**src/rtl/dual_tmr_pkg.sv**
```systemverilog
package dual_tmr_pkg;

   localparam int CFG_W = 4;
   localparam int N_TMR = 2;

   typedef enum logic [1:0] {
      MD_PRE13 = 2'b00,
      MD_FULL  = 2'b01,
      MD_RLD8  = 2'b10,
      MD_SPLIT = 2'b11
   } tmr_mode_e;

   typedef struct packed {
      logic      gate_en;
      logic      ext_src;
      tmr_mode_e mode;
   } tmr_cfg_t;

endpackage

```
**src/rtl/dual_tmr_sync.sv**
```systemverilog
module dual_tmr_sync #(
   parameter int STAGES = 2
) (
   input  logic clk,
   input  logic rst_n,
   input  logic pin_i,
   output logic lvl_o,
   output logic fall_o
);

   logic [STAGES-1:0] chain_q;
   logic              prev_q;

   generate
      if (STAGES < 2) begin : g_bad
         $error("dual_tmr_sync: STAGES must be at least 2");
      end
   endgenerate

   always_ff @(posedge clk or negedge rst_n) begin
      if (!rst_n) begin
         chain_q <= '0;
         prev_q  <= 1'b0;
      end else begin
         chain_q <= {chain_q[STAGES-2:0], pin_i};
         prev_q  <= chain_q[STAGES-1];
      end
   end

   assign lvl_o  = chain_q[STAGES-1];
   assign fall_o = prev_q & ~chain_q[STAGES-1];

   // a detected falling edge lasts one cycle
   a_r8_single_fall: assert property (@(posedge clk) disable iff (!rst_n)
      fall_o |=> !fall_o);

endmodule

```
**src/rtl/dual_tmr_core.sv**
```systemverilog
module dual_tmr_core
   import dual_tmr_pkg::*;
#(
   parameter int BYTE_W    = 8,
   parameter int PRE_W     = 5,
   parameter bit HAS_SPLIT = 1'b1
) (
   input  logic              clk,
   input  logic              rst_n,
   input  tmr_mode_e         mode_i,
   input  logic              inc_i,
   input  logic              inc_hi_i,
   input  logic              wr_lo_i,
   input  logic              wr_hi_i,
   input  logic [BYTE_W-1:0] wdata_i,
   output logic [BYTE_W-1:0] lo_o,
   output logic [BYTE_W-1:0] hi_o,
   output logic              ovf_o,
   output logic              ovf_hi_o
);

   localparam int                WIDE_W = 2 * BYTE_W;
   localparam logic [BYTE_W-1:0] ONE_B  = BYTE_W'(1);
   localparam logic [WIDE_W-1:0] ONE_W  = WIDE_W'(1);
   localparam logic [PRE_W-1:0]  ONE_P  = PRE_W'(1);

   logic [BYTE_W-1:0] lo_q, hi_q, lo_n, hi_n;
   logic [WIDE_W-1:0] wide_sum;
   logic              ovf_raw, ovf_hi_raw, any_wr;

   generate
      if (PRE_W < 1 || PRE_W >= BYTE_W) begin : g_bad_pre
         $error("dual_tmr_core: PRE_W must lie in 1..BYTE_W-1");
      end
   endgenerate

   assign wide_sum = {hi_q, lo_q} + ONE_W;
   assign any_wr   = wr_lo_i | wr_hi_i;

   always_comb begin
      lo_n       = lo_q;
      hi_n       = hi_q;
      ovf_raw    = 1'b0;
      ovf_hi_raw = 1'b0;
      unique case (mode_i)
         MD_PRE13: if (inc_i) begin
            if (&lo_q[PRE_W-1:0]) begin
               lo_n[PRE_W-1:0] = '0;
               hi_n            = hi_q + ONE_B;
               ovf_raw         = &hi_q;
            end else begin
               lo_n[PRE_W-1:0] = lo_q[PRE_W-1:0] + ONE_P;
            end
         end
         MD_FULL: if (inc_i) begin
            {hi_n, lo_n} = wide_sum;
            ovf_raw      = &{hi_q, lo_q};
         end
         MD_RLD8: if (inc_i) begin
            if (&lo_q) begin
               lo_n    = hi_q;
               ovf_raw = 1'b1;
            end else begin
               lo_n = lo_q + ONE_B;
            end
         end
         MD_SPLIT: if (HAS_SPLIT) begin
            if (inc_i) begin
               lo_n    = lo_q + ONE_B;
               ovf_raw = &lo_q;
            end
            if (inc_hi_i) begin
               hi_n       = hi_q + ONE_B;
               ovf_hi_raw = &hi_q;
            end
         end
         default: ;
      endcase
      if (wr_lo_i) lo_n = wdata_i;
      if (wr_hi_i) hi_n = wdata_i;
   end

   always_ff @(posedge clk or negedge rst_n) begin
      if (!rst_n) begin
         lo_q <= '0;
         hi_q <= '0;
      end else begin
         lo_q <= lo_n;
         hi_q <= hi_n;
      end
   end

   assign lo_o     = lo_q;
   assign hi_o     = hi_q;
   assign ovf_o    = ovf_raw & ~any_wr;
   assign ovf_hi_o = ovf_hi_raw & ~any_wr;

   // no increment and no write leaves the count alone
   a_r12_hold: assert property (@(posedge clk) disable iff (!rst_n)
      (!inc_i && !inc_hi_i && !any_wr) |=> ($stable(lo_q) && $stable(hi_q)));

   // a low-byte wrap in reload mode takes the high byte
   a_r5_reload: assert property (@(posedge clk) disable iff (!rst_n)
      (mode_i == MD_RLD8 && inc_i && (&lo_q) && !any_wr)
      |=> (lo_q == $past(hi_q) && $stable(hi_q)));

   // a byte write wins over a same-cycle increment
   a_r11_wr_wins: assert property (@(posedge clk) disable iff (!rst_n)
      wr_lo_i |=> lo_q == $past(wdata_i));

   generate
      if (!HAS_SPLIT) begin : g_stop
         // the timer without a split holds in mode 3
         a_r6_stop: assert property (@(posedge clk) disable iff (!rst_n)
            (mode_i == MD_SPLIT && !any_wr) |=> ($stable(lo_q) && $stable(hi_q)));
      end
   endgenerate

endmodule

```
**src/rtl/dual_tmr_top.sv**
```systemverilog
module dual_tmr_top
   import dual_tmr_pkg::*;
#(
   parameter int BYTE_W      = 8,
   parameter int PRE_W       = 5,
   parameter int SYNC_STAGES = 2
) (
   input  logic              clk,
   input  logic              rst_n,
   input  logic              tick_i,
   input  logic [1:0]        cnt_pin_i,
   input  logic [1:0]        gate_pin_i,
   input  logic              cfg_wr_i,
   input  logic [7:0]        cfg_wdata_i,
   input  logic              ctl_wr_i,
   input  logic [3:0]        ctl_wdata_i,
   input  logic [1:0]        ack_i,
   input  logic [1:0]        byte_sel_i,
   input  logic              byte_wr_i,
   input  logic [BYTE_W-1:0] byte_wdata_i,
   output logic [BYTE_W-1:0] byte_rdata_o,
   output logic [7:0]        cfg_o,
   output logic [7:0]        ctl_o,
   output logic [1:0]        ovf_flag_o,
   output logic              t1_strobe_o
);

   localparam int CFG_TOTAL = N_TMR * CFG_W;

   logic [CFG_TOTAL-1:0] cfg_q;
   tmr_cfg_t             cfg0, cfg1;
   logic                 run0_q, run1_q, flag0_q, flag1_q, strobe_q;
   logic [N_TMR-1:0]     pin_fall, gate_lvl;
   logic                 src0, src1, inc0, inc1, inc_hi0, split;
   logic                 ovf0, ovf1, ovf_hi0, ovf_hi1, set1;
   logic [BYTE_W-1:0]    lo0, hi0, lo1, hi1;
   logic [3:0]           byte_we;

   generate
      if (CFG_TOTAL != 8) begin : g_bad_cfg
         $error("dual_tmr_top: configuration word must be 8 bits");
      end
      for (genvar t = 0; t < N_TMR; t++) begin : g_pins
         logic cnt_lvl_unused;
         logic gate_fall_unused;
         dual_tmr_sync #(.STAGES(SYNC_STAGES)) u_cnt_sync (
            .clk(clk), .rst_n(rst_n), .pin_i(cnt_pin_i[t]),
            .lvl_o(cnt_lvl_unused), .fall_o(pin_fall[t]));
         dual_tmr_sync #(.STAGES(SYNC_STAGES)) u_gate_sync (
            .clk(clk), .rst_n(rst_n), .pin_i(gate_pin_i[t]),
            .lvl_o(gate_lvl[t]), .fall_o(gate_fall_unused));
      end
      for (genvar b = 0; b < 4; b++) begin : g_we
         assign byte_we[b] = byte_wr_i && (byte_sel_i == 2'(b));
      end
   endgenerate

   assign cfg0  = tmr_cfg_t'(cfg_q[CFG_W-1:0]);
   assign cfg1  = tmr_cfg_t'(cfg_q[CFG_TOTAL-1:CFG_W]);
   assign split = (cfg0.mode == MD_SPLIT);

   assign src0    = (cfg0.ext_src ? pin_fall[0] : tick_i) & (~cfg0.gate_en | gate_lvl[0]);
   assign src1    = (cfg1.ext_src ? pin_fall[1] : tick_i) & (~cfg1.gate_en | gate_lvl[1]);
   assign inc0    = run0_q & src0;
   assign inc1    = split ? src1 : (run1_q & src1);
   assign inc_hi0 = split & run1_q & tick_i;

   dual_tmr_core #(.BYTE_W(BYTE_W), .PRE_W(PRE_W), .HAS_SPLIT(1'b1)) u_core0 (
      .clk(clk), .rst_n(rst_n), .mode_i(cfg0.mode), .inc_i(inc0),
      .inc_hi_i(inc_hi0), .wr_lo_i(byte_we[0]), .wr_hi_i(byte_we[1]),
      .wdata_i(byte_wdata_i), .lo_o(lo0), .hi_o(hi0),
      .ovf_o(ovf0), .ovf_hi_o(ovf_hi0));

   dual_tmr_core #(.BYTE_W(BYTE_W), .PRE_W(PRE_W), .HAS_SPLIT(1'b0)) u_core1 (
      .clk(clk), .rst_n(rst_n), .mode_i(cfg1.mode), .inc_i(inc1),
      .inc_hi_i(1'b0), .wr_lo_i(byte_we[2]), .wr_hi_i(byte_we[3]),
      .wdata_i(byte_wdata_i), .lo_o(lo1), .hi_o(hi1),
      .ovf_o(ovf1), .ovf_hi_o(ovf_hi1));

   assign set1 = split ? ovf_hi0 : ovf1;

   always_ff @(posedge clk or negedge rst_n) begin
      if (!rst_n) begin
         cfg_q    <= '0;
         run0_q   <= 1'b0;
         run1_q   <= 1'b0;
         flag0_q  <= 1'b0;
         flag1_q  <= 1'b0;
         strobe_q <= 1'b0;
      end else begin
         strobe_q <= ovf1;
         if (cfg_wr_i) cfg_q <= cfg_wdata_i;
         if (ctl_wr_i) begin
            {flag1_q, run1_q, flag0_q, run0_q} <= ctl_wdata_i;
         end else begin
            flag0_q <= ovf0 | (flag0_q & ~ack_i[0]);
            flag1_q <= set1 | (flag1_q & ~ack_i[1]);
         end
      end
   end

   always_comb begin
      unique case (byte_sel_i)
         2'd0:    byte_rdata_o = lo0;
         2'd1:    byte_rdata_o = hi0;
         2'd2:    byte_rdata_o = lo1;
         default: byte_rdata_o = hi1;
      endcase
   end

   assign cfg_o       = cfg_q;
   assign ctl_o       = {flag1_q, run1_q, flag0_q, run0_q, 4'b0000};
   assign ovf_flag_o  = {flag1_q, flag0_q};
   assign t1_strobe_o = strobe_q;

   // a counter wrap raises its flag unless software writes the control word
   a_r9_flag_set: assert property (@(posedge clk) disable iff (!rst_n)
      (ovf0 && !ctl_wr_i) |=> ovf_flag_o[0]);

   // an acknowledge without a same-cycle wrap clears the flag
   a_r9_ack_clear: assert property (@(posedge clk) disable iff (!rst_n)
      (ack_i[0] && !ovf0 && !ctl_wr_i) |=> !ovf_flag_o[0]);

   // the strobe only follows timer 1 outside mode 3
   a_r10_strobe_mode: assert property (@(posedge clk) disable iff (!rst_n)
      t1_strobe_o |-> $past(cfg1.mode != MD_SPLIT));

   // in split mode only the timer 0 high byte may raise the timer 1 flag
   a_r10_split_flag: assert property (@(posedge clk) disable iff (!rst_n)
      (split && !ovf_hi0 && !flag1_q && !ctl_wr_i && !cfg_wr_i) |=> !ovf_flag_o[1]);

   // timer 1 has no split half
   a_r6_no_t1_hi: assert property (@(posedge clk) disable iff (!rst_n)
      !ovf_hi1);

endmodule

```
**config.mk**
```make
export PLATFORM = sky130hd
export DESIGN_NAME = dual_tmr_top
export DESIGN_NICKNAME = d
export VERILOG_FILES = /design/src/rtl/dual_tmr_pkg.sv /design/src/rtl/dual_tmr_sync.sv /design/src/rtl/dual_tmr_core.sv /design/src/rtl/dual_tmr_top.sv
export SDC_FILE = /design/constraint.sdc
export NUM_CORES = 1
export LEC_CHECK = 0
export BUFFER_PORTS_ARGS = -buffer_cell sky130_fd_sc_hd__buf_4
export CORE_MARGIN = 1.5
export CORE_UTILIZATION = 46
export DETAILED_ROUTE_END_ITERATION = 12
export GPL_TIMING_DRIVEN = 0
export PLACE_DENSITY = 0.67
export SLEW_MARGIN = 20
export SYNTH_ARGS = -nofsm -noshare
export SYNTH_HDL_FRONTEND = slang
export SYNTH_SLANG_ARGS = --single-unit
```
**constraint.sdc**
```tcl
create_clock -name clk -period 6.9 [get_ports clk]
set_clock_uncertainty 0.05 [all_clocks]
set_input_delay 0.69 -clock clk [delete_from_list [all_inputs] [get_ports clk]]
set_output_delay 0.69 -clock clk [all_outputs]
set_load 0.01 [all_outputs]
```
==> results.py <==
metrics = {
    "outcome": {
        "status": "finished, final reports clean",
    },
    "yosys": {
        "ys_async_sr_fraction_pct": 100,
        "yosysMostFrequentCell": "dfrtp_1",
        "synthDominantCellAreaShare_pct": 37.1,
        "ys_ff_latch": 55,
        "syn-mean-instance-area_um2": 8.90,
        "synth_commonest_cells": "dfrtp_1, nor2_1, nand2_1, o21ai_0, nand3_1",
        "yosysTopAreaCell": "dfrtp_1",
        "yosysUniqueCellTypes": 60,
        "synthTopCellsByArea": "dfrtp_1, ha_1, mux4_2",
        "seq_area_frac_synth_pct": 37.1,
        "synth-main-ff-cell": "dfrtp_1",
        "synth_area_mm2": 0.00371,
        "ys.warnings.count": 0,
        "synth_edf_count": 0,
        "netlist_instances": 417,
    },
    "timing": {
        "tightest_slew_ns": 0.725,
        "holdWs_ns": 0.310,
        "slew_violations": 0,
        "slew_headroom_pct": 51.7,
        "hold_violations": 0,
        "setup_viol": 0,
        "min_period_ns": 3.24,
        "grt_setup_unrepaired": "no",
        "fmax_mhz": 309,
        "finalCritPeriodShare_pct": 47.0,
        "tns_ns": 0,
    },
    "cts": {
        "numCtsBuffers": 5,
        "cts-hold-fix-buffers": 0,
        "clk_pin_slew_ns": 0.11,
        "cts_tree": "yes",
        "post_cts_resized": 0,
        "cts.htree.levels": 2,
        "cts_max_path_buffers": 2,
        "cts_sinks": 55,
        "cts_root_buf": "clkbuf_8",
        "cts_setup_buffers": 0,
        "worstSkewPairLatency_ns": 0.32,
    },
    "placement": {
        "port_buffers": 55,
        "place_hpwl_um": 7780,
        "placedCellCount": 577,
        "placed_area_mm2": 0.00426,
        "gp_congestion": 0.943,
    },
    "die": {
        "die_w_um": 92.8,
        "die_area_mm2": 0.00861,
        "die_y_um": 92.8,
        "start_util_pct": 47.8,
        "num_rows": 32,
        "ios": 61,
        "core_mm2": 0.00777,
    },
    "global_routing": {
        "grt_pass1_wl_um": 16900,
        "grt_pass1_vias": 3338,
        "grt-ovfl-total": 0,
        "antenna_found_initial": 0,
        "grt_use_total_pct": 24.9,
        "grt_max_degree": 56,
    },
    "pwr": {
        "p_switching_uw": 467,
        "peakVddDrop_mv": 0.134,
        "p_clk_share_pct": 17.4,
        "pwr_density_cell_mw_per_mm2": 264,
        "netSwitchingFraction_pct": 40.5,
        "p_seq_share_pct": 45.3,
        "internal-power_uw": 686,
        "leakagePower_nw": 1.83,
        "power_frac_comb_pct": 37.3,
    },
    "final_layout": {
        "final_cell_area_mm2": 0.00436,
        "antenna_cells": 0,
        "nNetsFinal": 531,
        "final_layout_size_suffix_gt1_share_pct": 20.1,
        "area_delta_synth_final_pct": 17.6,
        "fillers": 721,
        "layoutNonFillerInstCount": 585,
    },
    "detailed_routing": {
        "ant_nets": 0,
        "wl_per_cell_um": 17.3,
        "drt_wl_total_um": 10100,
        "num_vias": 3479,
        "dr.first_iter.drc_count": 152,
        "vias_per_cell": 5.95,
        "drc_errors": 0,
        "dr.pass1.iters": 5,
    },
    "worst_setup_path": {
        "crit_buf_inv": 2,
        "crit_family": "compound AO/OA/AOI/OAI gates",
        "endpoint_kind": "flop",
        "startpoint_type": "flop",
        "worstSetupPathType": "reg2reg",
        "cp.required_ns": 7.06,
        "critPathArrivalTime_ns": 3.40,
        "crit_chain": "ha_1, nand3_1, inv_1, ha_1, inv_1, a222oi_1, o2111ai_1, nor3b_1, or3_1",
        "critPathSlowestCell": "dfrtp_1",
        "worstPathMaxFanout": 9,
        "max_stage_delay_ns": 0.52,
    },
    "run": {
        "drv_cap": 0,
    },
    "hold_path": {
        "min_path_type": "reg2reg",
    },
}
cells by family (layout without fill, tap and decap cells):
logic type	Yosys count	count (layout)	synth area share [%]
other	1	4	0.101
and+or+nand+nor	161	161	21.1
muxes	16	16	7.25
xor gates and xnor gates	14	14	3.31
adders and majority gates	15	15	5.06
buffers and inverters	46	109	5.77
AOI/OAI and AO/OA	109	109	20.3
DFF	55	55	37.1
final timing paths:
check	start	to	slack (ns)	cells past startpoint
setup reg to reg	u_core0.lo_o[0]$_DFFE_PN0P_	u_core0.hi_o[7]$_DFFE_PN0P_	3.66	9
hold reg to reg	g_pins[0].u_gate_sync.chain_q[0]$_DFF_PN0_	g_pins[0].u_gate_sync.chain_q[1]$_DFF_PN0_	0.31	0
min in group asynchronous	rst_n	flag0_q$_DFF_PN0_	0.35	1
hold / removal	g_pins[0].u_gate_sync.chain_q[0]$_DFF_PN0_	g_pins[0].u_gate_sync.chain_q[1]$_DFF_PN0_	0.31	0
setup / recovery	u_core0.lo_o[0]$_DFFE_PN0P_	u_core0.hi_o[7]$_DFFE_PN0P_	3.66	9
max in group asynchronous	rst_n	u_core0.lo_o[3]$_DFFE_PN0P_	5.96	1
worst register-to-register path: stages (launching register included):
cell,delay [ns]
dfrtp_1,0.52
ha_1,0.25
nand3_1,0.27
inv_1,0.19
ha_1,0.24
inv_1,0.08
a222oi_1,0.50
o2111ai_1,0.41
nor3b_1,0.26
or3_1,0.36
power groups by stage:
| stage | combinational, mW | sequential, mW | clock [mW] |
|---|---|---|---|
| floorplan | 0.303 | 0.482 | 0 |
| global placement | 0.416 | 0.523 | 0 |
| detailed placement | 0.427 | 0.524 | 0 |
| CTS | 0.430 | 0.518 | 0.208 |
| global route | 0.482 | 0.536 | 0.225 |
| finish | 0.429 | 0.522 | 0.201 |
cell usage in the layout (no fill, tap or decap), types with 4 or more instances in the layout:
cell / n
clkbuf_8: 5
mux2_2: 7
or3_1: 9
buf_4: 65
o31ai_1: 7
mux4_2: 8
nand2b_1: 6
nand3_1: 26
xor2_1: 6
ha_1: 15
xnor2_1: 8
o211ai_1: 5
a21oi_1: 13
o21ai_0: 32
a31oi_1: 10
nor2_1: 42
nor3_1: 10
o41ai_1: 4
nor2b_1: 6
nand4_1: 14
dfrtp_1: 55
inv_1: 20
nand2_1: 34
conb_1: 4
clkbuf_1: 11
a211oi_1: 5
layer usage:
layer / GRT usage (%) / wire [um] / vias up
met5: 0 / 0 / -
met4: 8.08 / 229 / 0
met3: 3.45 / 593 / 17
met2: 40.4 / 4890 / 116
met1: 34.1 / 4420 / 1685
li1: - / - / 1661
state kept, by name (all words and copies together), names as in the netlist:
register / flops
cfg_o: 8
u_core0.hi_o: 8
u_core0.lo_o: 8
u_core1.hi_o: 8
u_core1.lo_o: 8
g_pins.u_cnt_sync.chain_q: 4
g_pins.u_gate_sync.chain_q: 4
g_pins.u_cnt_sync.prev_q: 2
flag0_q: 1
flag1_q: 1
run0_q: 1
run1_q: 1
t1_strobe_o: 1
metrics by stage:
stage          util [%]  worst slack (ns)  power, mW
2_1_floorplan         -              4.34      0.785
3_3_place_gp       54.9              3.81      0.939
3_5_place_dp       54.9              3.78      0.951
4_1_cts            56.2              3.75       1.16
5_1_grt            56.2              3.35       1.24
6_report           56.2              3.66       1.15
cell type report:
cell class	instances	area, um^2	area share (%)
Multi-Input combinational cell	319	2130	48.9
Sequential cell	55	1380	31.6
Timing Repair Buffer	55	413	9.47
Buffer	26	139	3.18
Tap cell	102	128	2.93
Inverter	20	75.1	1.72
Clock buffer	5	68.8	1.58
Clock inverter	3	31.3	0.717
Note: power is estimated with default switching activity, not from simulation.
